[config.mk]
export PLATFORM = sky130hd
export DESIGN_NAME = bus_guard
export DESIGN_NICKNAME = d
export VERILOG_FILES = /design/src/rtl/bus_guard_pkg.sv /design/src/rtl/bus_guard_ctrl.sv /design/src/rtl/bus_guard_dp.sv /design/src/rtl/bus_guard.sv
export SDC_FILE = /design/constraint.sdc
export NUM_CORES = 1
export LEC_CHECK = 0
export BUFFER_PORTS_ARGS = -buffer_cell sky130_fd_sc_hd__buf_4
export CORE_ASPECT_RATIO = 1.75
export CORE_MARGIN = 3
export CORE_UTILIZATION = 33
export DETAILED_ROUTE_END_ITERATION = 10
export HOLD_SLACK_MARGIN = 0.08
export PLACE_DENSITY_LB_ADDON = 0.2
export SLEW_MARGIN = 5
export SYNTH_ARGS = -nofsm -noshare
export SYNTH_HDL_FRONTEND = slang
export SYNTH_SLANG_ARGS = --single-unit
[constraint.sdc]
create_clock -name clk -period 1.9 [get_ports clk]
set_input_delay 0.095 -clock clk [delete_from_list [all_inputs] [get_ports clk]]
set_output_delay 0.095 -clock clk [all_outputs]
set_load 0.01 [all_outputs]
[src/rtl/bus_guard_pkg.sv]
package bus_guard_pkg;

  localparam int CODE_W      = 4;
  localparam int NUM_MASTERS = 3;
  localparam int VIOL_W      = 2 * NUM_MASTERS;
  localparam int SEL_W       = 2;
  localparam int MAP_BITS    = 26;

  localparam logic [1:0] SZ_BYTE = 2'd0;
  localparam logic [1:0] SZ_HALF = 2'd1;
  localparam logic [1:0] SZ_WORD = 2'd2;

  localparam logic [31:0] DRAM_LO  = 32'h000_0000;
  localparam logic [31:0] DRAM_HI  = 32'h020_0000;
  localparam logic [31:0] VRAM_HI  = 32'h030_0000;
  localparam logic [31:0] ROM_LO   = 32'h300_0000;
  localparam logic [31:0] ROM_HI   = 32'h310_0000;
  localparam logic [31:0] NVRAM_LO = 32'h314_0000;
  localparam logic [31:0] NVRAM_HI = 32'h316_0000;
  localparam logic [31:0] PAGE_LO  = 32'h320_0000;
  localparam logic [31:0] HW_LO    = 32'h330_0000;
  localparam logic [31:0] HW_HI    = 32'h350_0000;
  localparam logic [31:0] SYS_HI   = 32'h001_0000;

  localparam logic [CODE_W-1:0] RSN_ROM_WRITE = 4'd1;
  localparam logic [CODE_W-1:0] RSN_USER_HW   = 4'd3;
  localparam logic [CODE_W-1:0] RSN_USER_SYS  = 4'd4;
  localparam logic [CODE_W-1:0] RSN_RANGE     = 4'd7;
  localparam logic [CODE_W-1:0] RSN_BYTE_HW   = 4'd9;
  localparam logic [CODE_W-1:0] RSN_UNMAPPED  = 4'd10;
  localparam logic [CODE_W-1:0] RSN_UNALIGNED = 4'd12;

  typedef struct packed {
    logic              latchReason;
    logic [CODE_W-1:0] reasonCode;
    logic [VIOL_W-1:0] dmaSet;
    logic              dmaClr;
  } guard_strb_t;

endpackage

[src/rtl/bus_guard_ctrl.sv]
module bus_guard_ctrl
  import bus_guard_pkg::*;
#(
  parameter int ADDR_W = 32
) (
  input  logic              clk,
  input  logic              rstN,
  input  logic              reqValid,
  input  logic [ADDR_W-1:0] reqAddr,
  input  logic [1:0]        reqSize,
  input  logic              reqWrite,
  input  logic              reqUser,
  input  logic              dmaValid,
  input  logic [SEL_W-1:0]  dmaMaster,
  input  logic [ADDR_W-1:0] dmaAddr,
  input  logic              dmaClear,
  output logic              abortOut,
  output guard_strb_t       strb
);

  function automatic logic inWin(input logic [ADDR_W-1:0] x,
                                 input logic [ADDR_W-1:0] lo,
                                 input logic [ADDR_W-1:0] hi);
    return (x >= lo) && (x < hi);
  endfunction

  logic inDram, inVram, inRom, inNvram, inPage, inHw, inSys;
  logic fRange, fUnmapped, fRom, fUserHw, fUserSys, fByteHw, fUnal;
  logic anyFail;
  logic [CODE_W-1:0] code;

  assign inDram  = inWin(reqAddr, ADDR_W'(DRAM_LO),  ADDR_W'(DRAM_HI));
  assign inVram  = inWin(reqAddr, ADDR_W'(DRAM_HI),  ADDR_W'(VRAM_HI));
  assign inRom   = inWin(reqAddr, ADDR_W'(ROM_LO),   ADDR_W'(ROM_HI));
  assign inNvram = inWin(reqAddr, ADDR_W'(NVRAM_LO), ADDR_W'(NVRAM_HI));
  assign inPage  = inWin(reqAddr, ADDR_W'(PAGE_LO),  ADDR_W'(HW_LO));
  assign inHw    = inWin(reqAddr, ADDR_W'(HW_LO),    ADDR_W'(HW_HI));
  assign inSys   = reqAddr < ADDR_W'(SYS_HI);

  assign fRange    = |reqAddr[ADDR_W-1:MAP_BITS];
  assign fUnmapped = !fRange && !(inDram || inVram || inRom || inNvram || inPage || inHw);
  assign fRom      = inRom && reqWrite;
  assign fUserHw   = inHw && reqUser;
  assign fUserSys  = inSys && reqUser;
  assign fByteHw   = inHw && (reqSize == SZ_BYTE);
  assign fUnal     = (reqSize == SZ_WORD) && (reqAddr[1:0] != 2'b00);

  assign anyFail = fRange | fUnmapped | fRom | fUserHw | fUserSys | fByteHw | fUnal;

  always_comb begin
    if (fRange)         code = RSN_RANGE;
    else if (fUnmapped) code = RSN_UNMAPPED;
    else if (fRom)      code = RSN_ROM_WRITE;
    else if (fUserHw)   code = RSN_USER_HW;
    else if (fUserSys)  code = RSN_USER_SYS;
    else if (fByteHw)   code = RSN_BYTE_HW;
    else                code = RSN_UNALIGNED;
  end

  assign abortOut         = reqValid && anyFail;
  assign strb.latchReason = abortOut;
  assign strb.reasonCode  = code;
  assign strb.dmaClr      = dmaClear;

  logic dmaSys, dmaOver;
  assign dmaSys  = dmaAddr < ADDR_W'(SYS_HI);
  assign dmaOver = dmaAddr >= ADDR_W'(VRAM_HI);

  for (genvar m = 0; m < NUM_MASTERS; m++) begin : gMaster
    logic hit;
    assign hit = dmaValid && (dmaMaster == SEL_W'(m));
    assign strb.dmaSet[m]               = hit && dmaSys;
    assign strb.dmaSet[m + NUM_MASTERS] = hit && dmaOver;
  end

  // no abort without a request
  assert_no_abort_idle_R10: assert property (@(posedge clk) disable iff (!rstN)
    !reqValid |-> !abortOut);

  // out-of-range addresses always abort
  assert_range_aborts_R2: assert property (@(posedge clk) disable iff (!rstN)
    (reqValid && (reqAddr >= ADDR_W'(32'h400_0000))) |-> abortOut);

  // user access to hardware always aborts
  assert_user_hw_aborts_R5: assert property (@(posedge clk) disable iff (!rstN)
    (reqValid && reqUser && (reqAddr >= ADDR_W'(HW_LO)) && (reqAddr < ADDR_W'(HW_HI)))
      |-> abortOut);

  // aligned supervisor word read of DRAM never aborts
  assert_dram_ok_R1: assert property (@(posedge clk) disable iff (!rstN)
    (reqValid && !reqUser && !reqWrite && (reqSize == SZ_WORD) &&
     (reqAddr[1:0] == 2'b00) && (reqAddr < ADDR_W'(DRAM_HI))) |-> !abortOut);

  // master code 3 sets no violation
  assert_no_fourth_master_R11: assert property (@(posedge clk) disable iff (!rstN)
    (dmaMaster == SEL_W'(3)) |-> (strb.dmaSet == '0));

endmodule

[src/rtl/bus_guard_dp.sv]
module bus_guard_dp
  import bus_guard_pkg::*;
#(
  parameter int DATA_W = 32
) (
  input  logic              clk,
  input  logic              rstN,
  input  guard_strb_t       strb,
  input  logic              rdSel,
  output logic [DATA_W-1:0] rdData
);

  logic [CODE_W-1:0] reasonQ;
  logic [VIOL_W-1:0] stickyQ;

  always_ff @(posedge clk) begin
    if (!rstN) begin
      reasonQ <= '0;
    end else if (strb.latchReason) begin
      reasonQ <= strb.reasonCode;
    end
  end

  always_ff @(posedge clk) begin
    if (!rstN) begin
      stickyQ <= '0;
    end else if (strb.dmaClr) begin
      stickyQ <= '0;
    end else begin
      stickyQ <= stickyQ | strb.dmaSet;
    end
  end

  always_comb begin
    rdData = '0;
    if (rdSel) rdData[VIOL_W-1:0] = stickyQ;
    else       rdData[CODE_W-1:0] = reasonQ;
  end

  // reason only moves on a latch strobe
  assert_reason_hold_R10: assert property (@(posedge clk) disable iff (!rstN)
    !strb.latchReason |=> $stable(reasonQ));

  // sticky bits never drop without a clear
  assert_sticky_hold_R12: assert property (@(posedge clk) disable iff (!rstN)
    !strb.dmaClr |=> ((stickyQ & $past(stickyQ)) == $past(stickyQ)));

  // a clear empties all bits
  assert_clear_empties_R12: assert property (@(posedge clk) disable iff (!rstN)
    strb.dmaClr |=> (stickyQ == '0));

endmodule

[src/rtl/bus_guard.sv]
module bus_guard
  import bus_guard_pkg::*;
#(
  parameter int ADDR_W = 32,
  parameter int DATA_W = 32
) (
  input  logic              clk,
  input  logic              rstN,
  input  logic              reqValid,
  input  logic [ADDR_W-1:0] reqAddr,
  input  logic [1:0]        reqSize,
  input  logic              reqWrite,
  input  logic              reqUser,
  output logic              abortOut,
  input  logic              dmaValid,
  input  logic [1:0]        dmaMaster,
  input  logic [ADDR_W-1:0] dmaAddr,
  input  logic              dmaClear,
  input  logic              rdSel,
  output logic [DATA_W-1:0] rdData
);

  guard_strb_t strb;

  bus_guard_ctrl #(.ADDR_W(ADDR_W)) uCtrl (
    .clk(clk), .rstN(rstN),
    .reqValid(reqValid), .reqAddr(reqAddr), .reqSize(reqSize),
    .reqWrite(reqWrite), .reqUser(reqUser),
    .dmaValid(dmaValid), .dmaMaster(dmaMaster), .dmaAddr(dmaAddr),
    .dmaClear(dmaClear),
    .abortOut(abortOut), .strb(strb)
  );

  bus_guard_dp #(.DATA_W(DATA_W)) uDp (
    .clk(clk), .rstN(rstN), .strb(strb),
    .rdSel(rdSel), .rdData(rdData)
  );

endmodule

==> results by group, run 1 <==
Run status
  • Status: complete, no violations

Synthesis
  • Syn Area/Cell: 8.09 µm²
  • Synth cell types: 38
  • XOR/XNOR Fraction of Synth Area: 0%
  • Synth Area in Adders: 0%
  • FF+latch count, synth: 10
  • Compound-Gate Fraction of Synth Area: 22.9%
  • Post-synthesis sequential area ratio: 21.7%
  • Simple-Gate Fraction of Synth Area: 28.9%
  • Mapped Cells: 114
  • Mux cell area share after synthesis: 3.66%
  • Largest family of logic cells by synthesized area: simple AND/OR/NAND/NOR gates
  • Warnings from Yosys: 0
  • Area of the mapped netlist: 922 µm²

STA
  • Setup TNS Final: 0 ns
  • Final Critical Period: 1.57 ns
  • Setup slack after layout: 0.331 ns
  • Pins Over Slew Limit: 0
  • RSZ-0062 raised after global routing: no
  • Hold Vio Cnt, Final: 0
  • Setup Skew: 0 ns
  • Final period util: 82.6%
  • Endpoints failing setup: 0
  • Achievable Freq: 637 MHz

Global routing
  • Largest net degree at the start of global routing: 8
  • Gr ovfl total: 0
  • Vias in the first global route: 996
  • Initial antenna violation count: 0
  • First-pass GRT wire length: 3.85 mm
  • Total track usage: 14.3%

Floorplanning
  • Total core area: 2580 µm²
  • FP Rows: 24
  • Die Ht: 75.9 µm
  • Initial Util: 35.7%
  • Die X: 46.0 µm
  • IO Pins: 109
  • Die area: 3490 µm²

Setup path
  • Critical path cell sequence: buf_4 > or3b_1 > a211oi_2 > a221o_2 > o31a_4 > buf_4
  • Worst EP arrival: 1.47 ns
  • Worst path slowest cell: or3b_1
  • Worst Path Required: 1.80 ns
  • Crit Path Category: input port to output port
  • CP Launch Type: input port
  • Crit-path most repeated cell: buf_4
  • Slowest stage delay, CP: 0.38 ns
  • Critical Path Fanout Max: 6
  • Element type at the critical path end: output port

Routing
  • DRC Markers: 0
  • Wire per inst: 12.2 µm
  • Iteration-0 DRC Markers: 10
  • Via density per instance: 4.87
  • WL final: 2.39 mm
  • First-pass iteration count of the detailed router: 4
  • DR vias: 949
  • DRT antenna net count: 0

Clock network
  • CTS Hold Bufs: 0
  • Clock transition at path regs: 0.04 ns
  • Worst-Skew Late Latency: 0.24 ns
  • CTS tree: built
  • CTS H-tree depth: 1
  • Post-CTS setup buffers: 0
  • Num CTS Buffers: 3
  • CTS sink cnt: 10
  • # resized after CTS: 0
  • Root buf cell: clkbuf_8
  • Clock Path Buffers: 2

Power
  • Pint: 495 µW
  • Leakage: 0.626 nW
  • Sequential share of power: 33.3%
  • Sw power: 169 µW
  • Peak VDD IR: 411 µV
  • Clock share of power: 39.8%
  • Comb pwr share: 26.9%
  • Sw Share: 25.4%
  • PwrDens: 511 nW/µm²

Placed design
  • Pre-CTS setup slack: 0.195 ns
  • Routability congestion estimate: 0.776
  • Detailed placer's ending HPWL: 2.13 mm
  • Port Buf Inserts: 52

Final layout
  • Share of layout cells above drive strength 1: 40.2%
  • N_diodes: 0
  • Commonest cells after routing, fill and taps aside: 52 x buf_4, 26 x conb_1, 12 x nor2_1, 10 x dfxtp_1, 5 x nand3_1
  • Filler Cells Inserted: 288
  • Commonest non-fill, non-tap cell in the layout: buf_4
  • Area delta synth->final: 40.8%
  • Fin nets: 246

Worst hold path
  • Worst Hold Class: input port to flop

Run
  • Max cap viols: 0
-- final timing paths --
check | from | to | slack, ns | depth (start not counted)
worst max-delay path | reqAddr[21] | abortOut | 0.33 | 6
worst min-delay path | reqValid | uDp.reasonQ[3]$_SDFFE_PN0P_ | 0.09 | 2
worst max register to register | uDp.reasonQ[0]$_SDFFE_PN0P_ | uDp.reasonQ[0]$_SDFFE_PN0P_ | 1.24 | 1
worst min register to register | uDp.stickyQ[0]$_SDFF_PP0_ | uDp.stickyQ[0]$_SDFF_PP0_ | 0.46 | 1
-- registers in the layout, summed over array words and instances (netlist names) --
register and cells:
uDp.stickyQ 6, uDp.reasonQ 4
-- final cells by class --
class                           instances  area, µm²  share of cell area (%)
Multi-Input combinational cell        100        609                    46.9
Timing Repair Buffer                   52        390                    30.1
Sequential cell                        10        200                    15.4
Clock buffer                            4       55.1                    4.24
Tap cell                               26       32.5                    2.50
Inverter                                3       11.3                   0.867
-- metrics by stage --
stage / cells / utilization, % / hold WS, ns / total power, mW / area, µm²
floorplan: 139 / - / 0.180 / 0.338 / 1020
global placement: 191 / 48.2 / 0.335 / 0.400 / 1240
finish: 195 / 50.3 / 0.0905 / 0.664 / 1300
global route: 195 / 50.3 / 0.103 / 0.702 / 1300
detailed placement: 191 / 48.2 / 0.335 / 0.402 / 1240
CTS: 195 / 50.3 / 0.0825 / 0.674 / 1300
-- per-layer routing --
layer	part of all wire [%]	GRT usage, %
met5	0	0
met4	1.8	7.98
met3	9.3	1.90
met2	58	28.2
met1	30	11.6
-- Yosys cell counts (all sizes together) --
cell type   n  area [µm²]
buf        26         195
nor2       12        45.0
dfxtp      10         200
nand3       5        25.0
nand2       4        15.0
nor4        4        25.0
o21a        4        30.0
a31oi       3        18.8
and3        3        18.8
inv         3        11.3
mux2        3        33.8
a21o        2        15.0
a21oi       2        10.0
a31o        2        17.5
and2        2        12.5
nand3b      2        15.0
nor3        2        10.0
nor3b       2        15.0
nor4b       2        23.8
o211a       2        20.0
o21ai       2        10.0
or2         2        12.5
or3b        2        17.5
or4         2        18.8
a211oi      1        12.5
a221o       1        11.3
a221oi      1        15.0
a22oi       1        7.51
conb        1        3.75
nand2b      1        6.26
nor2b       1        6.26
o2111ai     1        8.76
o221a       1        11.3
o22ai       1        6.26
o31a        1        17.5
-- critical path: cells and delay by family --
kind	cells	cell delay (ns)
buffers and inverters	2	0.25
AO/OA/AOI/OAI	3	0.74
AND/OR/NAND/NOR	1	0.38
-- logic make-up (layout without fill, tap and decap cells) --
kind of cell | after synthesis | in the layout
buffers and inverters | 29 | 59
AO/OA/AOI/OAI | 25 | 25
flip-flops | 10 | 10
multiplexers | 3 | 3
other | 1 | 26
AND/OR/NAND/NOR | 46 | 46
-- power groups by stage --
stage | Sequential, mW | Clock, mW | Combinational [mW]
2_1_floorplan | 0.224 | 0 | 0.115
3_3_place_gp | 0.225 | 0 | 0.175
3_5_place_dp | 0.225 | 0 | 0.178
4_1_cts | 0.221 | 0.276 | 0.178
5_1_grt | 0.221 | 0.283 | 0.198
6_report | 0.221 | 0.264 | 0.179
Note: power is estimated with default switching activity, not from simulation.
==> run 2, diff against run 1 <==
ABC_AREA = 1   (was not set)
CORE_UTILIZATION = 35   (was 33)
clock period = 1.6 ns   (was 1.9 ns; I/O delays follow)
==> run 2 against run 1 <==
  * Synthesized cell count up 51%
  * Flip-flop and latch count unchanged
  * Register-to-register slack worse by 0.24 ns
  * Worst hold slack better by 0.031 ns
  * Combinational power up 16%
  * Largest power group unchanged
  * Sequential power up 18%
  * Global-route usage down 2.0 points
  * Wire length down 5.0%
  * Clock skew unchanged
  * Core utilization up 0.62 points
  * Total power up 16%
  * Final area up 7.9%
==> results by group, run 2 <==
Run status
  • Status: complete, no violations

Synthesis
  • Warnings from Yosys: 0 (unchanged)
  • Synth top area cells: dfxtp_1 19%, buf_4 19%, nand2_1 15%
  • Yosys top cell by area: dfxtp_1
  • Area of the mapped netlist: 1030 µm² (+11%)
  • Post-synthesis sequential area ratio: 19.5% (-2.2 points)
  • Post-synth EDFFs: 0 (unchanged)
  • Syn Area/Cell: 5.97 µm² (-26%)
  • Post-synth top area share: 19.5% (-2.2 points)
  • Synth cell types: 23 (-39%)
  • Most frequent cell after synthesis: nand2_1
  • Mapped Cells: 172 (+51%)
  • Top FF cell, synth: dfxtp_1
  • Async set-reset flop share out of synthesis: 0% (unchanged)
  • FF+latch count, synth: 10 (unchanged)
  • Top cells by count, synth: 41 x nand2_1, 26 x buf_4, 26 x nor2_1

Clock network
  • Post-CTS setup buffers: 0 (unchanged)
  • Root buf cell: clkbuf_8
  • # resized after CTS: 0 (unchanged)
  • Clock transition at path regs: 0.05 ns (about the same)
  • CTS tree: built
  • Clock Path Buffers: 2 (unchanged)
  • CTS H-tree depth: 1 (unchanged)
  • Num CTS Buffers: 3 (unchanged)
  • CTS sink cnt: 10 (unchanged)
  • Worst-Skew Late Latency: 0.23 ns (about the same)
  • CTS Hold Bufs: 0 (unchanged)

Floorplanning
  • FP Rows: 25 (+4.2%)
  • IO Pins: 109 (unchanged)
  • Initial Util: 37.3% (+1.6 points)
  • Die Ht: 77.7 µm (+2.3%)
  • Die area: 3650 µm² (+4.5%)
  • Total core area: 2750 µm² (+6.6%)
  • Die X: 47.0 µm (+2.2%)

Setup path
  • Slowest stage delay, CP: 0.22 ns (-0.16 ns)
  • Largest delay contributor family on the critical path: simple AND/OR/NAND/NOR gates
  • Critical Path Fanout Max: 8 (+2)
  • Critical path cell sequence: buf_4 > nor2_1 > nand2_2 > nor2_1 > nand2_1 > nor2_2 > nand3_2 > nand2_4 > inv_1 > buf_4
  • Element type at the critical path end: output port
  • CP Launch Type: input port
  • Crit Path Category: input port to output port
  • Worst path slowest cell: nor2_1
  • Worst Path Required: 1.52 ns (-0.28 ns)
  • Worst EP arrival: 1.27 ns (-0.20 ns)
  • WP buf/inv: 3 (+1)

Routing
  • WL final: 2.27 mm (-5.0%)
  • DRC Markers: 0 (unchanged)
  • Iteration-0 DRC Markers: 11 (+1)
  • DR vias: 1063 (+12%)
  • Wire per inst: 8.96 µm (-27%)
  • Via density per instance: 4.20 (-14%)
  • DRT antenna net count: 0 (unchanged)
  • First-pass iteration count of the detailed router: 4 (unchanged)

Power
  • Peak VDD IR: 281 µV (-32%)
  • Leakage: 0.749 nW (+20%)
  • PwrDens: 551 nW/µm² (+7.8%)
  • Comb pwr share: 26.9% (about the same)
  • Clock share of power: 39.3% (-0.5 points)
  • Sw power: 195 µW (+16%)
  • Sequential share of power: 33.8% (+0.5 points)
  • Pint: 577 µW (+16%)
  • Sw Share: 25.3% (-0.097 points)

STA
  • Setup slack after layout: 0.254 ns (-0.0776 ns)
  • Final Critical Period: 1.35 ns
  • Hold Vio Cnt, Final: 0 (unchanged)
  • RSZ-0062 raised after global routing: no
  • Smallest hold slack: 0.122 ns (+0.0313 ns)
  • Setup TNS Final: 0 ns (unchanged)
  • Final period util: 84.1%
  • Endpoints failing setup: 0 (unchanged)
  • Setup Skew: 0 ns (unchanged)
  • Achievable Freq: 743 MHz
  • Pins Over Slew Limit: 0 (unchanged)

Run
  • Max cap viols: 0 (unchanged)

Final layout
  • N_diodes: 0 (unchanged)
  • Area delta synth->final: 36.4%
  • Fin nets: 303 (+23%)
  • Multi-input logic area: 624 µm² (+2.5%)
  • Biggest register: uDp.stickyQ
  • Commonest cells after routing, fill and taps aside: 52 x buf_4, 41 x nand2_1, 26 x nor2_1, 26 x conb_1, 22 x inv_1
  • Sequential cell area: 200 µm² (unchanged)
  • Max FFs per register: 6 (unchanged)
  • Share of layout cells above drive strength 1: 33.6% (-6.6 points)
  • Commonest non-fill, non-tap cell in the layout: buf_4
  • Final cell count without fillers: 253 (+30%)
  • Filler Cells Inserted: 319 (+11%)
  • Fin util: 50.9% (+0.62 points)
  • Biggest regs: uDp.stickyQ (6), uDp.reasonQ (4)

Placed design
  • Detailed placer's ending HPWL: 2.09 mm (-1.9%)
  • Pre-CTS setup slack: 0.223 ns (+0.0271 ns)
  • Placed instance count: 249 (+30%)
  • Port Buf Inserts: 52 (unchanged)
  • Routability congestion estimate: 0.805 (+3.8%)

Global routing
  • Largest net degree at the start of global routing: 11 (+3)
  • Initial antenna violation count: 0 (unchanged)
  • Vias in the first global route: 966 (-3.0%)
  • First-pass GRT wire length: 3.46 mm (-10%)
  • Gr ovfl total: 0 (unchanged)
  • Total track usage: 12.3% (-2.0 points)

Worst hold path
  • Worst Hold Class: input port to flop
[run 2: kinds of logic after synthesis]
group / Yosys count / synth area share, %
other cells: 1 / 0.365
simple gates: 92 / 42.3
compound gates: 16 / 9.01
buf+inv: 53 / 28.9
flops: 10 / 19.5
[run 2: layout make-up]
type                    instances  area share, %
multi-input cells             134           44.6
well taps                      27           2.41
flip-flops and latches         10           14.3
clock buffers                   4           3.93
repair buffers                 52           27.9
inverters                      26           6.96
[run 2: worst paths after layout]
check                                     end  cells past startpoint  slack (ns)                   startpoint
hold / removal    uDp.reasonQ[0]$_SDFFE_PN0P_                      3        0.12                         rstN
setup reg to reg  uDp.reasonQ[0]$_SDFFE_PN0P_                      4        1.00  uDp.reasonQ[0]$_SDFFE_PN0P_
hold reg to reg     uDp.stickyQ[0]$_SDFF_PP0_                      2        0.45    uDp.stickyQ[0]$_SDFF_PP0_
setup / recovery                     abortOut                     10        0.25                  reqAddr[30]
[run 2: power by group through the flow]
stage / clock (mW) / sequential (mW) / combinational (mW)
3_3_place_gp: 0 / 0.265 / 0.207
2_1_floorplan: 0 / 0.265 / 0.140
3_5_place_dp: 0 / 0.266 / 0.208
4_1_cts: 0.312 / 0.261 / 0.209
6_report: 0.303 / 0.261 / 0.208
5_1_grt: 0.324 / 0.261 / 0.235
[run 2: metal layers]
| metal | global-route usage [%] | routed length (µm) | vias up |
|---|---|---|---|
| met5 | 0 | 0 | - |
| met2 | 24.8 | 1320 | 40 |
| met1 | 10.9 | 733 | 437 |
| met4 | 3.88 | 16 | 0 |
| li1 | - | - | 584 |
| met3 | 1.86 | 193 | 2 |
[run 2: through the flow]
step | total power, mW | area [µm²]
finish | 0.772 | 1400
global route | 0.820 | 1400
CTS | 0.782 | 1400
detailed placement | 0.474 | 1350
global placement | 0.472 | 1350
floorplan | 0.405 | 1120
[run 2: worst reg2reg max path: stages (launching register included)]
cell     delay, ns
dfxtp_1       0.29
inv_1         0.06
nand2_1       0.05
nand2_1       0.06
nor2_2        0.03
